File: config.mk
export PLATFORM = sky130hd
export DESIGN_NAME = cascade_ack_seq
export DESIGN_NICKNAME = d
export VERILOG_FILES = /design/src/rtl/cascade_ack_pkg.sv /design/src/rtl/cascade_ack_decide.sv /design/src/rtl/cascade_pulser.sv /design/src/rtl/settle_timer.sv /design/src/rtl/cascade_ack_seq.sv
export SDC_FILE = /design/constraint.sdc
export NUM_CORES = 1
export LEC_CHECK = 0
export ABC_AREA = 1
export ABC_CLOCK_PERIOD_IN_PS = 1800
export BUFFER_PORTS_ARGS = -buffer_cell sky130_fd_sc_hd__clkbuf_2
export CORE_MARGIN = 3
export CORE_UTILIZATION = 43
export CTS_CLUSTER_DIAMETER = 60
export DETAILED_ROUTE_END_ITERATION = 10
export PLACE_DENSITY = 0.84
export SYNTH_ARGS = -nofsm -noshare
export SYNTH_HDL_FRONTEND = slang
export SYNTH_SLANG_ARGS = --single-unit
File: constraint.sdc
create_clock -name clk -period 1.8 [get_ports clk]
set_input_delay 0.54 -clock clk [delete_from_list [all_inputs] [get_ports clk]]
set_output_delay 0.54 -clock clk [all_outputs]
set_load 0.005 [all_outputs]
File: src/rtl/cascade_ack_pkg.sv
package cascade_ack_pkg;
    localparam int LINE_W = 3;
    localparam int VEC_W  = 8;
    localparam logic [LINE_W-1:0] CASCADE_LINE  = LINE_W'(2);
    localparam logic [LINE_W-1:0] SPURIOUS_LINE = {LINE_W{1'b1}};

    typedef struct packed {
        logic              pri_ack;
        logic [LINE_W-1:0] pri_line;
        logic              sec_ack;
        logic [LINE_W-1:0] sec_line;
        logic [VEC_W-1:0]  vector;
    } ack_result_t;

    // Upper bits come from the base; the line number fills the low bits.
    function automatic logic [VEC_W-1:0] form_vector(input logic [VEC_W-1:0] base,
                                                     input logic [LINE_W-1:0] line);
        return {base[VEC_W-1:LINE_W], line};
    endfunction
endpackage

File: src/rtl/cascade_ack_decide.sv
module cascade_ack_decide
    import cascade_ack_pkg::*;
(
    input  logic              pri_valid,
    input  logic [LINE_W-1:0] pri_line,
    input  logic              sec_valid,
    input  logic [LINE_W-1:0] sec_line,
    input  logic [VEC_W-1:0]  pri_base,
    input  logic [VEC_W-1:0]  sec_base,
    output ack_result_t       result
);
    always_comb begin
        result = '0;
        if (!pri_valid) begin
            result.vector = form_vector(pri_base, SPURIOUS_LINE);
        end else if (pri_line != CASCADE_LINE) begin
            result.pri_ack  = 1'b1;
            result.pri_line = pri_line;
            result.vector   = form_vector(pri_base, pri_line);
        end else begin
            result.pri_ack  = 1'b1;
            result.pri_line = CASCADE_LINE;
            if (sec_valid) begin
                result.sec_ack  = 1'b1;
                result.sec_line = sec_line;
                result.vector   = form_vector(sec_base, sec_line);
            end else begin
                result.vector   = form_vector(sec_base, SPURIOUS_LINE);
            end
        end
    end
endmodule

File: src/rtl/cascade_pulser.sv
module cascade_pulser (
    input  logic clk,
    input  logic rst,
    input  logic sec_valid,
    output logic cascade_req
);
    always_ff @(posedge clk) begin
        if (rst) cascade_req <= 1'b0;
        else     cascade_req <= sec_valid & ~cascade_req;
    end

    p_cascade_falls_r2: assert property (@(posedge clk) disable iff (rst)
        cascade_req |=> !cascade_req);
    p_cascade_idle_r2: assert property (@(posedge clk) disable iff (rst)
        !sec_valid |=> !cascade_req);
endmodule

File: src/rtl/settle_timer.sv
module settle_timer #(
    parameter int SETTLE_CYCLES = 2
) (
    input  logic clk,
    input  logic rst,
    input  logic start,
    output logic busy
);
    localparam int CNT_W = $clog2(SETTLE_CYCLES + 1);
    localparam logic [CNT_W-1:0] LOAD = CNT_W'(SETTLE_CYCLES);

    logic [CNT_W-1:0] cnt;

    always_ff @(posedge clk) begin
        if (rst)              cnt <= '0;
        else if (start)       cnt <= LOAD;
        else if (cnt != '0)   cnt <= cnt - 1'b1;
    end

    assign busy = (cnt != '0);

    p_cnt_bound_r9: assert property (@(posedge clk) disable iff (rst)
        cnt <= LOAD);
    p_start_loads_r9: assert property (@(posedge clk) disable iff (rst)
        start |=> busy);
endmodule

File: src/rtl/cascade_ack_seq.sv
module cascade_ack_seq
    import cascade_ack_pkg::*;
#(
    parameter int SETTLE_CYCLES = 2
) (
    input  logic       clk,
    input  logic       rst,
    input  logic       ack_strobe,
    input  logic       pri_valid,
    input  logic [2:0] pri_line,
    input  logic       sec_valid,
    input  logic [2:0] sec_line,
    input  logic [7:0] pri_base,
    input  logic [7:0] sec_base,
    output logic       int_req,
    output logic       cascade_req,
    output logic       pri_ack,
    output logic [2:0] pri_ack_line,
    output logic       sec_ack,
    output logic [2:0] sec_ack_line,
    output logic [7:0] vector,
    output logic       vec_valid
);
    ack_result_t decided;
    ack_result_t held;
    logic        settling;

    cascade_ack_decide u_decide (
        .pri_valid (pri_valid),
        .pri_line  (pri_line),
        .sec_valid (sec_valid),
        .sec_line  (sec_line),
        .pri_base  (pri_base),
        .sec_base  (sec_base),
        .result    (decided)
    );

    cascade_pulser u_pulser (
        .clk         (clk),
        .rst         (rst),
        .sec_valid   (sec_valid),
        .cascade_req (cascade_req)
    );

    settle_timer #(.SETTLE_CYCLES(SETTLE_CYCLES)) u_settle (
        .clk   (clk),
        .rst   (rst),
        .start (ack_strobe),
        .busy  (settling)
    );

    always_ff @(posedge clk) begin
        if (rst) begin
            held      <= '0;
            vec_valid <= 1'b0;
        end else begin
            vec_valid <= ack_strobe;
            held      <= ack_strobe ? decided : '0;
        end
    end

    assign pri_ack      = held.pri_ack;
    assign pri_ack_line = held.pri_line;
    assign sec_ack      = held.sec_ack;
    assign sec_ack_line = held.sec_line;
    assign vector       = held.vector;
    assign int_req      = pri_valid & ~settling;

    p_valid_follows_strobe_r8: assert property (@(posedge clk) disable iff (rst)
        vec_valid |-> $past(ack_strobe));
    p_sec_needs_cascade_r4: assert property (@(posedge clk) disable iff (rst)
        sec_ack |-> (pri_ack && pri_ack_line == CASCADE_LINE));
    p_spurious_line_r6: assert property (@(posedge clk) disable iff (rst)
        (vec_valid && !pri_ack) |-> (vector[2:0] == SPURIOUS_LINE));
    p_no_req_after_ack_r9: assert property (@(posedge clk) disable iff (rst)
        ack_strobe |=> !int_req);
    p_ack_qualified_r8: assert property (@(posedge clk) disable iff (rst)
        (pri_ack || sec_ack) |-> vec_valid);
endmodule

; Word level (Yosys, flattened, before mapping)
; Index checks and enable logic that the tools add are counted.
[classes]
n_addsub = 1
eq_ne = 1
mux = 7
bitwise_logic = 8
reduce_logical = 8
[op_table]
columns = op, n
row1 = $mux W8, 2
row2 = $reduce_or A4 Y1, 2
row3 = $mux W2, 3
row4 = $not A1 Y1, 6
row5 = $reduce_or A5 Y1, 1
row6 = $mux W4, 1
row7 = $reduce_bool A2 Y1, 2
row8 = $reduce_or A2 Y1, 2
row9 = $mux W3, 1
row10 = $ne A3 B2 Y1 const B, 1
row11 = $reduce_or A3 Y1, 1
row12 = $and A1 B1 Y1, 2
row13 = $sub A2 B1 Y2 const B, 1
[word_totals]
regBits = 20
input_bits = 27
out_inout_bits = 19
elab_cells = 35

; Depth between registers and ports, before layout
; Gate-level depths: netlist (run 1).
[depth]
depth_word = 3
mapped_depth = 5
depth_no_buf = 5

; Hierarchy
; A second synthesis (run 1) with hierarchy kept.
[hier_totals]
cells_unflattened = 118
area_unflattened_um2 = 894.6
[modules_own_cells]
columns = module, n_inst, cells_per_inst, area_per_inst_um2, seq_area_each_um2
row1 = cascade_ack_seq, 1, 55, 525.5, 340.3
row2 = cascade_ack_decide, 1, 47, 254.0, 0.0
row3 = settle_timer, 1, 12, 81.3, 40.0
row4 = cascade_pulser, 1, 4, 33.8, 20.0

; Worst setup path before layout (run 1)
; OpenSTA, ideal clock, no wires.
[synth_path]
path_kind = input to output
from = input port pri_valid
to = output port int_req
t_arrival_ns = 0.735
required_time_ns = 1.260
slack_ns = 0.525
cell_stages = 2
n_path_buf = 0
cell_sequence = inv_2 -> nor3_1
[synth_via]
elab_chain_cells = 1
[synth_lines]
columns = element, line_no
row1 = "start, declared", cascade_ack_seq.sv:9  ; input logic pri_valid,
row2 = $and A1 B1 Y1, cascade_ack_seq.sv:67  ; assign int_req = pri_valid & ~settling;
row3 = "end, declared", cascade_ack_seq.sv:15  ; output logic int_req,
; Every way passes these cells.

; Worst setup path in the final report (run 1)
; Ends and elaborated chain as after synthesis.

==> metrics.md, run 1 <==
| Metric | Value |
|---|---|
| Slew @ Worst Pin | `239 ps` |
| Max-Cap Viols | `0` |
| Post-synth top flop | `dfxtp_1` |
| Critical Path Sink Type | `output pin` |
| Layout Nets | `160` |
| Sequential share of the synthesized area | `55.8%` |
| Relative slew slack | `a little over four fifths` |
| Cts repair resizes | `0` |
| Hold path depth | `2` |
| Power per cell area | `844 nW/um2` |
| H-tree depth | `1` |
| CP Class | `in2out` |
| Setup TNS | `0 ps` |
| Peak supply drop | `0.368 mV` |
| Area of the core | `1540 um2` |
| Hold Vio Cnt, Final | `0` |
| Share of cells above drive strength 1 | `slightly below 40%` |
| Gr usage total | `16.3%` |
| Worst hold start | `ack_strobe` |
| Hold Crit Class | `in2reg` |
| Most common cell in the netlist | `dfxtp_1` |
| DP Area | `around 930 um2` |
| Crit-path cells | `clkbuf_2 > inv_2 > nor3_1 > clkbuf_2` |
| Fmax | `0.639 GHz` |
| Warnings from Yosys | `0` |
| Crit share post-route | `87.0%` |
| I/O pin count | `46` |
| Final Instance Area | `between 900 and 1000 um2` |
| Avg Cell Area, Syn | `8.06 um2` |
| Antenna viol nets, final | `0` |
| Largest net degree at the start of global routing | `12` |
| Setup crit start kind | `primary input` |
| Worst-path clk slew | `between 100 and 150 ps` |
| RSZ-0062 raised after global routing | `false` |
| Aggregate global routing overflow | `0` |
| Starting density of the core | `a little under half` |
| Cell leakage power | `0.000558 uW` |
| Die height | `46.8 um` |
| Crit-path max FO | `5` |
| Insertion delay to the later sink of the worst-skew pair | `300 ps` |
| Critical path origin | `pri_valid` |
| Worst clock skew | `0.0892 ps` |
| Synth cell count leaders | `20 x dfxtp_1, 18 x nor2_1, 15 x inv_1` |
| First-pass GRT wire length | `2450 um` |
| Synth unique cells | `16` |
| # rows | `14` |
| HPWL after DPL | `between 1000 and 1500 um` |
| Synth area leaders | `dfxtp_1 56%, nor2_1 9.4%, inv_1 7.9%, nand2_1 6.8%, nand3_1 4.9%` |
| CTS Sinks | `20` |
| Post-CTS Hold Fix Bufs | `0` |
| CP Data Arrival Time | `a little over 1000 ps` |
| Drt first pass iters | `4` |
| Mean number of vias per cell | `4.61` |
| Vias in the first global route | `between 500 and 600` |
| CP peak stage delay | `roughly 150 ps` |
| Root buffer cell | `clkbuf_4` |
| Largest area contributor in the netlist | `dfxtp_1` |
| Slowest stage cell, crit path | `clkbuf_2` |
| Cell area after synthesis | `between 700 and 800 um2` |
| DRC | `0` |
| Async SR Flop Fraction | `0%` |
| P&R area growth vs syn | `35.1%` |
| N_diodes | `0` |
| Via count | `683` |
| Clock buffer depth | `2` |
| Die X | `around 47 um` |
| Worst r2r src | `u_settle.cnt[0]$_SDFFE_PP0P_` |
| Final setup fails | `0` |
| Syn nets | `116` |
| DR iter-0 viols | `26` |
| Critical Path RT | `around 1300 ps` |
| Slew Viols, Final | `0` |
| Share of the synthesized area in the top cell type | `55.8%` |
| Most used cell, CP | `clkbuf_2` |
| Status | `complete, no violations` |
| Die area | `about 2200 um2` |
| Placer Congestion | `0.841` |
| Port bufs | `39` |
| #FFs+latches synth | `20` |
| Total clock buffers created by CTS | `3` |
| Mapped Cells | `89` |
| Routed WL per cell | `11.2 um` |
| R2r setup slk | `1080 ps` |
| Initial antenna violation count | `0` |
| TritonCTS clock tree | `yes` |
| Cells on worst reg2reg path | `1` |
| EDFF count, synth | `0` |
| Final period demand of the worst path | `1570 ps` |
| Total Wirelength | `1650 um` |
| Post-CTS Repair Setup Buffers | `0` |
-- through the flow --
| step | util, % | total power (uW) | std cells | hold slack (ps) | setup WS, ps |
|---|---|---|---|---|---|
| 6_report | 62.8 | 817 | 148 | 406 | 234 |
| 4_1_cts | 62.8 | 820 | 148 | 402 | 231 |
| 5_1_grt | 62.8 | 857 | 148 | 414 | 200 |
| 3_5_place_dp | 60.5 | 568 | 144 | 418 | 235 |
| 2_1_floorplan | - | 517 | 89 | 418 | 525 |
| 3_3_place_gp | 60.5 | 565 | 144 | 413 | 251 |
-- layer usage --
metal	up-vias	track usage [%]	routed length, um
li1	354	-	-
met1	293	17.5	631
met2	31	28.7	858
met3	5	3.45	117
met4	0	9.94	45
met5	-	0	0
-- worst max-delay path: cells and delay by family --
| family | cells | cell delay (ps) |
|---|---|---|
| and+or+nand+nor | 1 | 130 |
| buffers and inverters | 3 | 360 |
-- flip-flops by register name, indices dropped and copies added, names as in the netlist --
signal                count
sec_ack_line              3
u_settle.cnt              2
pri_ack_line              3
u_pulser.cascade_req      1
vec_valid                 1
vector                    8
sec_ack                   1
pri_ack                   1
-- layout by cell type (no fill, tap or decap), types with 2 or more instances in the layout --
cell type and n:
dfxtp_1 20, a21oi_1 3, nand3_1 7, nor3_1 2, clkbuf_2 39, inv_1 15, nor2_1 18, clkbuf_4 3
inv_2 3, nand2_1 13
-- final cells by class --
| type | instances | area [um2] |
|---|---|---|
| clock buffer | 4 | 36.3 |
| tap | 16 | 20.0 |
| sequential | 20 | 400 |
| inverter | 18 | 67.6 |
| fill | 140 | 573 |
| multi-input combinational | 51 | 249 |
| timing repair buffer | 39 | 195 |
-- final timing paths --
path	endpoint
max	int_req
min	u_settle.cnt[0]$_SDFFE_PP0P_
max reg2reg	u_settle.cnt[0]$_SDFFE_PP0P_
min reg2reg	u_pulser.cascade_req$_SDFF_PP0_
-- kinds of logic (layout without fill, tap and decap cells) --
family                 Yosys count  after routing  share of synthesized area, %
buffers and inverters           18             61                          9.42
flip-flops                      20             20                          55.8
AND/OR/NAND/NOR                 46             46                          31.2
AO/OA/AOI/OAI                    5              5                          3.49
-- power breakdown --
part           total (uW)  switching (uW)  internal (uW)
registers             463            4.82            458
logic                95.3            53.4           41.9
clock network         259             135            124
total                 817             194            624
No activity file was read; power rests on OpenSTA's default activity.
==> run 2: changes to the inputs <==
--- a/config.mk
+++ b/config.mk
@@ -9,10 +9,11 @@
 export ABC_CLOCK_PERIOD_IN_PS = 1800
 export BUFFER_PORTS_ARGS = -buffer_cell sky130_fd_sc_hd__clkbuf_2
 export CORE_MARGIN = 3
-export CORE_UTILIZATION = 43
+export CORE_UTILIZATION = 47
 export CTS_CLUSTER_DIAMETER = 60
 export DETAILED_ROUTE_END_ITERATION = 10
-export PLACE_DENSITY = 0.84
+export PLACE_DENSITY = 0.85
 export SYNTH_ARGS = -nofsm -noshare
 export SYNTH_HDL_FRONTEND = slang
+export SYNTH_HIERARCHICAL = 1
 export SYNTH_SLANG_ARGS = --single-unit
==> run 2 against run 1 <==
Total power grew 16%. Flip-flop and latch count is the same. Sequential share of layout area shrank 6.7 points. Hold slack gained 8.0 ps. Non-clock buffer count is the same. Clock power grew 41%. Routed wire length grew 3.3%. Core utilization grew 2.6 points. Combinational power grew 27%. Critical path type is now reg2out. Critical endpoint unchanged. Highest routed layer unchanged.
==> metrics.md, run 2 <==
| Metric | Value |
|---|---|
| Status | `complete, no violations` |
| Cell area after synthesis | `895 um2 (+25%)` |
| Die height | `49.6 um (+6.0%)` |
| DRC | `0 (unchanged)` |
| Critical Path RT | `1260 ps (about the same)` |
| Share of the synthesized area in the top cell type | `44.8% (-11 points)` |
| Max-Cap Viols | `0 (unchanged)` |
| Hold Vio Cnt, Final | `0 (unchanged)` |
| DP Area | `1100 um2 (+18%)` |
| Hold Slack | `414 ps (+8.05 ps)` |
| CTS Sinks | `20 (unchanged)` |
| Peak supply drop | `0.457 mV (+24%)` |
| Vias in the first global route | `754 (+33%)` |
| H-tree depth | `1 (unchanged)` |
| Fraction of the mapped netlist area in compound gates | `1.12% (-2.4 points)` |
| Mux contribution to synthesized area | `0% (unchanged)` |
| Adder-cell share of the synthesized area | `0% (unchanged)` |
| Critical Path Sink Type | `output pin` |
| Layout Nets | `187 (+17%)` |
| Slew Viols, Final | `0 (unchanged)` |
| Relative slew slack | `83.0% (-0.79 points)` |
| P&R area growth vs syn | `29.1%` |
| Die area | `2460 um2 (+12%)` |
| #FFs+latches synth | `20 (unchanged)` |
| Max reg flops | `8 (unchanged)` |
| Post-CTS Hold Fix Bufs | `0 (unchanged)` |
| HPWL after DPL | `1350 um (+7.5%)` |
| Sequential share of the synthesized area | `44.8% (-11 points)` |
| Fin cells | `184 (+24%)` |
| Routed WL per cell | `9.27 um (-17%)` |
| Mean number of vias per cell | `4.32 (-6.4%)` |
| # rows | `15 (+1)` |
| Met1 GRT Util | `16.4% (-1.1 points)` |
| Aggregate global routing overflow | `0 (unchanged)` |
| Starting density of the core | `50.7% (+4.2 points)` |
| # fillers | `177 (+26%)` |
| Warnings from Yosys | `6 (+6)` |
| Hold Crit Class | `in2reg` |
| Post-CTS Repair Setup Buffers | `0 (unchanged)` |
| I/O pin count | `46 (unchanged)` |
| Post-synth top flop | `dfxtp_1` |
| Slew @ Worst Pin | `254 ps (+14.9 ps)` |
| Largest area contributor in the netlist | `dfxtp_1` |
| Final Instance Area | `1150 um2 (+19%)` |
| Async SR Flop Fraction | `0% (unchanged)` |
| Synth Area in Simple Gates | `37.8% (+6.5 points)` |
| Crit-path max FO | `3 (-2)` |
| Setup TNS | `0 ps (unchanged)` |
| Final period demand of the worst path | `1610 ps (+42.1 ps)` |
| Synth area leaders | `dfxtp_1 45%, inv_1 13%, nand2_1 9.2%, nor2_2 8.4%, nand3_1 5.0%` |
| Setup crit start kind | `flip-flop` |
| Worst-path clk slew | `110 ps (about the same)` |
| Insertion delay to the later sink of the worst-skew pair | `300 ps (about the same)` |
| Fmax | `0.622 GHz (-2.6%)` |
| Total Wirelength | `1710 um (+3.3%)` |
| Gr usage total | `15.6% (-0.63 points)` |
| Most common cell in the netlist | `inv_1` |
| EDFF count, synth | `0 (unchanged)` |
| Met2 usage | `28.9% (+0.13 points)` |
| Mapped Cells | `118 (+33%)` |
| Die X | `49.6 um (+6.0%)` |
| Worst clock skew | `0.324 ps (+0.234 ps)` |
| Initial antenna violation count | `0 (unchanged)` |
| Most used routing layer | `met2` |
| Cts repair resizes | `0 (unchanged)` |
| Critical path origin | `u_settle/cnt[1]$_SDFFE_PP0P_` |
| Via count | `795 (+16%)` |
| DR iter-0 viols | `7 (-73%)` |
| Met3 Use GR | `3.02% (-0.43 points)` |
| Port bufs | `39 (unchanged)` |
| RSZ-0062 raised after global routing | `false` |
| Syn nets | `145 (+25%)` |
| Worst hold start | `rst` |
| Most frequent cells in the layout | `39 x clkbuf_2, 32 x inv_1, 22 x nand2_1, 20 x dfxtp_1, 12 x nor2_2` |
| Antenna viol nets, final | `0 (unchanged)` |
| Final setup fails | `0 (unchanged)` |
| CP Data Arrival Time | `1070 ps (+40 ps)` |
| Layout Utilization | `65.5% (+2.6 points)` |
| Crit share post-route | `89.3% (+2.3 points)` |
| Synth unique cells | `15 (-1)` |
| Root buffer cell | `clkbuf_4` |
| Placed cell count | `180 (+25%)` |
| Largest family of logic cells by synthesized area | `simple AND/OR/NAND/NOR gates` |
| CP Class | `reg2out` |
| Cell leakage power | `0.000692 uW (+24%)` |
| Total clock buffers created by CTS | `3 (unchanged)` |
| N_diodes | `0 (unchanged)` |
| Drt first pass iters | `4 (unchanged)` |
| Commonest non-fill, non-tap cell in the layout | `clkbuf_2` |
| First-pass GRT wire length | `3040 um (+24%)` |
| TritonCTS clock tree | `yes` |
| Clock buffer depth | `2 (unchanged)` |
| Power per cell area | `822 nW/um2 (-2.6%)` |
| Placer Congestion | `0.704 (-16%)` |
| Largest net degree at the start of global routing | `18 (+6)` |
| Avg Cell Area, Syn | `7.58 um2 (-5.9%)` |
| Share of cells above drive strength 1 | `39.6% (+0.99 points)` |
| Area of the core | `1760 um2 (+14%)` |
| Worst r2r src | `u_settle/cnt[0]$_SDFFE_PP0P_` |
| Synth Area in XOR/XNOR | `0% (unchanged)` |
| Synth cell count leaders | `32 x inv_1, 22 x nand2_1, 20 x dfxtp_1` |
## run 2: changes by cell type after synthesis, sizes merged
cell	delta
nand3	+2
inv	+16
or2	+1
nand2	+10
buf	+2
a21oi	-3
nor2	+4
nor4b	-1
nor3	-2
## run 2: worst paths after layout
| check | slack [ps] | cells after the start | endpoint |
|---|---|---|---|
| min | 410 | 2 | u_pulser/cascade_req$_SDFF_PP0_ |
| min reg2reg | 470 | 2 | u_settle/cnt[0]$_SDFFE_PP0P_ |
| max | 190 | 3 | int_req |
| max reg2reg | 1210 | 3 | u_settle/cnt[0]$_SDFFE_PP0P_ |
## run 2: power by group
part / total, uW / internal, uW / switching [uW] / leakage (uW)
combinational: 121 / 50.0 / 71.4 / 0.000500
clock: 364 / 225 / 139 / 0.0000279
sequential: 463 / 458 / 4.85 / 0.000164
total: 949 / 733 / 216 / 0.000692
## run 2: worst max-delay path: stages, from the launching register on
cell and delay [ps]:
dfxtp_1 340, or2_1 220, nor2_1 90, clkbuf_2 110
## run 2: final cells by class
| cell class | instances | area, um2 | area share, % |
|---|---|---|---|
| Inverter | 34 | 128 | 11.1 |
| Timing Repair Buffer | 39 | 195 | 16.9 |
| Sequential cell | 20 | 400 | 34.7 |
| Clock inverter | 1 | 30.0 | 2.60 |
| Clock buffer | 3 | 22.5 | 1.95 |
| Tap cell | 25 | 31.3 | 2.71 |
| Multi-Input combinational cell | 62 | 348 | 30.1 |
## run 2: routing by layer
metal	vias up	routed length (um)
li1	412	-
met1	345	679
met2	34	844
met3	4	150
met4	0	31
met5	-	0
## run 2: cell families (layout without fill, tap and decap cells)
kind of cell           count (synthesis)  count (layout)
AND/OR/NAND/NOR                       60              60
buffers and inverters                 36              77
flip-flops                            20              20
AO/OA/AOI/OAI                          2               2
## run 2: metrics by stage
stage	total power [uW]	setup slack, ps
floorplan	543	604
global placement	591	322
CTS	958	173
finish	949	192
global route	996	103
detailed placement	596	324
==> run 3: changes to the inputs <==
--- a/config.mk
+++ b/config.mk
@@ -5,14 +5,13 @@
 export SDC_FILE = /design/constraint.sdc
 export NUM_CORES = 1
 export LEC_CHECK = 0
-export ABC_AREA = 1
 export ABC_CLOCK_PERIOD_IN_PS = 1800
 export BUFFER_PORTS_ARGS = -buffer_cell sky130_fd_sc_hd__clkbuf_2
 export CORE_MARGIN = 3
-export CORE_UTILIZATION = 47
+export CORE_UTILIZATION = 45
 export CTS_CLUSTER_DIAMETER = 60
 export DETAILED_ROUTE_END_ITERATION = 10
-export PLACE_DENSITY = 0.85
+export PLACE_DENSITY = 0.84
 export SYNTH_ARGS = -nofsm -noshare
 export SYNTH_HDL_FRONTEND = slang
 export SYNTH_HIERARCHICAL = 1
==> run 3 against run 2 <==
Critical path depth stayed put. Hold slack better by 31 ps. Die area is 3.2% lower. Final cell count is 27% lower. Critical path type unchanged. Critical endpoint unchanged. Largest cell class unchanged.
==> metrics.md, run 3 <==
| Metric | Value |
|---|---|
| Share of cells above drive strength 1 | `51.8% (+12 points)` |
| Post-CTS Repair Setup Buffers | `0 (unchanged)` |
| Insertion delay to the later sink of the worst-skew pair | `290 ps (about the same)` |
| Hold Slack | `445 ps (+30.9 ps)` |
| Slowest stage cell, crit path | `dfxtp_1` |
| Async SR Flop Fraction | `0% (unchanged)` |
| Avg Cell Area, Syn | `12.0 um2 (+58%)` |
| Cells on worst reg2reg path | `1 (-2)` |
| Delay-heaviest family, CP | `flip-flops` |
| Die area | `2380 um2 (-3.2%)` |
| Die X | `48.8 um (-1.6%)` |
| Syn nets | `96 (-34%)` |
| TritonCTS clock tree | `yes` |
| Setup TNS | `0 ps (unchanged)` |
| Register area | `400 um2 (unchanged)` |
| Synth cell count leaders | `20 x dfxtp_1, 16 x and3b_1, 5 x mux2_4` |
| Sequential share of the synthesized area | `48.5% (+3.7 points)` |
| Initial antenna violation count | `0 (unchanged)` |
| Total Wirelength | `1470 um (-14%)` |
| Slew @ Worst Pin | `321 ps (+66.9 ps)` |
| Mean number of vias per cell | `4.67 (+8.1%)` |
| Setup crit start kind | `flip-flop` |
| Gr usage total | `13.6% (-2.0 points)` |
| Aggregate global routing overflow | `0 (unchanged)` |
| H-tree depth | `1 (unchanged)` |
| First-pass GRT wire length | `2560 um (-16%)` |
| Cts repair resizes | `0 (unchanged)` |
| CP Data Arrival Time | `1060 ps (about the same)` |
| Clock buffer depth | `2 (unchanged)` |
| R2r setup slk | `1130 ps (-80 ps)` |
| Worst r2r src | `u_settle/cnt[0]$_SDFFE_PP0P_` |
| Worst Path Buf+Inv | `1 (unchanged)` |
| Hold EP | `u_pulser/cascade_req$_SDFF_PP0_` |
| Power per cell area | `716 nW/um2 (-13%)` |
| Fin worst setup slack | `201 ps (+8.99 ps)` |
| Share of the synthesized area in the top cell type | `48.5% (+3.7 points)` |
| Critical Path Sink Type | `output pin` |
| Placer Congestion | `0.721 (+2.4%)` |
| Antenna viol nets, final | `0 (unchanged)` |
| Area of the core | `1610 um2 (-8.7%)` |
| Most frequent cells in the layout | `39 x clkbuf_2, 20 x dfxtp_1, 16 x and3b_1, 5 x mux2_4, 4 x nor2b_1` |
| Max-Cap Viols | `0 (unchanged)` |
| HPWL after DPL | `1160 um (-14%)` |
| DR iter-0 viols | `2 (-5)` |
| Warnings from Yosys | `6 (unchanged)` |
| Worst clock skew | `6.35 ps (+6.03 ps)` |
| Hold path depth | `1 (-1)` |
| Crit-path cells | `or2_1 > nor2b_1 > clkbuf_2` |
| Post-synth top flop | `dfxtp_1` |
| Area of the multi-input gates | `377 um2 (+8.3%)` |
| Power Total | `758 uW (-20%)` |
| Crit share post-route | `88.8% (-0.50 points)` |
| CP Class | `reg2out` |
| CTS Sinks | `20 (unchanged)` |
| EDFF count, synth | `0 (unchanged)` |
| Total clock buffers created by CTS | `3 (unchanged)` |
| Via count | `626 (-21%)` |
| Cell leakage power | `0.000589 uW (-15%)` |
| Place WS | `112 ps (-212 ps)` |
| I/O pin count | `46 (unchanged)` |
| Hold Crit Class | `reg2reg` |
| Capturing point of the worst reg2reg path | `u_settle/cnt[0]$_SDFFE_PP0P_` |
| Commonest non-fill, non-tap cell in the layout | `clkbuf_2` |
| CP peak stage delay | `340 ps (about the same)` |
| Final setup fails | `0 (unchanged)` |
| Routed WL per cell | `11.0 um (+19%)` |
| Peak supply drop | `0.390 mV (-15%)` |
| Port bufs | `39 (unchanged)` |
| Worst hold start | `u_pulser/cascade_req$_SDFF_PP0_` |
| Critical Path RT | `1260 ps (about the same)` |
| Relative slew slack | `78.3% (-4.7 points)` |
| Cell area after synthesis | `826 um2 (-7.7%)` |
| Worst-path clk slew | `100 ps (about the same)` |
| Slew Viols, Final | `0 (unchanged)` |
| N_diodes | `0 (unchanged)` |
| Largest area contributor in the netlist | `dfxtp_1` |
| #FFs+latches synth | `20 (unchanged)` |
| # rows | `14 (-1)` |
| Root buffer cell | `clkbuf_4` |
| Layout Nets | `139 (-26%)` |
| Most common cell in the netlist | `dfxtp_1` |
| # fillers | `144 (-19%)` |
| P&R area growth vs syn | `28.2%` |
| RSZ-0062 raised after global routing | `false` |
| Mapped Cells | `69 (-42%)` |
| Die height | `48.8 um (-1.6%)` |
| DRC | `0 (unchanged)` |
| Post-CTS Hold Fix Bufs | `0 (unchanged)` |
| Crit-path max FO | `3 (unchanged)` |
| Final period demand of the worst path | `1600 ps (-8.99 ps)` |
| Starting density of the core | `51.2% (+0.53 points)` |
| Max reg flops | `8 (unchanged)` |
| Largest net degree at the start of global routing | `21 (+3)` |
| Hold Vio Cnt, Final | `0 (unchanged)` |
| Synth unique cells | `19 (+4)` |
| Drt first pass iters | `4 (unchanged)` |
| Fmax | `0.625 GHz (+0.56%)` |
| Status | `complete, no violations` |
| Vias in the first global route | `621 (-18%)` |
| Synth area leaders | `dfxtp_1 48%, and3b_1 17%, mux2_4 9.1%, nor2b_1 3.0%, and3_2 2.7%` |
## run 3: cell count changes after synthesis, moves of 3 or more
cell,previous run,this run
inv_1,32,3
and3_2,0,3
nand3_1,9,0
nor2_2,12,0
nor2_1,10,1
and3b_1,0,16
mux2_4,0,5
nand2_1,22,0
nor2b_1,0,4
## run 3: layer usage
metal | up-vias | track usage, % | wire length (um)
met5 | - | 0 | 0
met4 | 0 | 7.11 | 14
met3 | 2 | 2.14 | 92
met2 | 20 | 27.1 | 787
met1 | 277 | 13.1 | 579
li1 | 327 | - | -
## run 3: stage by stage
stage / util [%] / cells / cell area, um2
6_report: 65.7 / 134 / 1060
5_1_grt: 65.7 / 134 / 1060
4_1_cts: 65.7 / 134 / 1060
3_5_place_dp: 64.3 / 131 / 1040
3_3_place_gp: 64.3 / 131 / 1040
2_1_floorplan: - / 69 / 826
## run 3: worst max-delay path by stage
stage	from	endpoint	slack, ps	depth (start not counted)
floorplan	pri_line[2]	vector[3]$_SDFF_PP0_	300	4
global placement	pri_line[2]	vector[5]$_SDFF_PP0_	120	5
detailed placement	pri_line[2]	vector[3]$_SDFF_PP0_	110	5
CTS	u_settle/cnt[0]$_SDFFE_PP0P_	int_req	180	3
global route	u_settle/cnt[0]$_SDFFE_PP0P_	int_req	140	3
finish	u_settle/cnt[0]$_SDFFE_PP0P_	int_req	200	3
## run 3: layout make-up
| cell class | instances | share of cell area [%] |
|---|---|---|
| flip-flops and latches | 20 | 37.8 |
| multi-input cells | 42 | 35.6 |
| repair buffers | 42 | 20.6 |
| well taps | 24 | 2.84 |
| clock buffers | 3 | 2.13 |
| inverters | 3 | 1.06 |
## run 3: logic make-up (layout without fill, tap and decap cells)
| family | after synthesis | in the layout | share of synthesized area [%] |
|---|---|---|---|
| compound gates | 4 | 4 | 3.33 |
| buf+inv | 7 | 48 | 5.91 |
| flops | 20 | 20 | 48.5 |
| mux | 5 | 5 | 9.09 |
| simple gates | 33 | 33 | 33.2 |
## run 3: where the power goes
part | internal, uW | total, uW | switching, uW
logic | 58.3 | 98.3 | 39.9
registers | 458 | 463 | 4.94
clock network | 77.6 | 197 | 119
total | 594 | 758 | 164
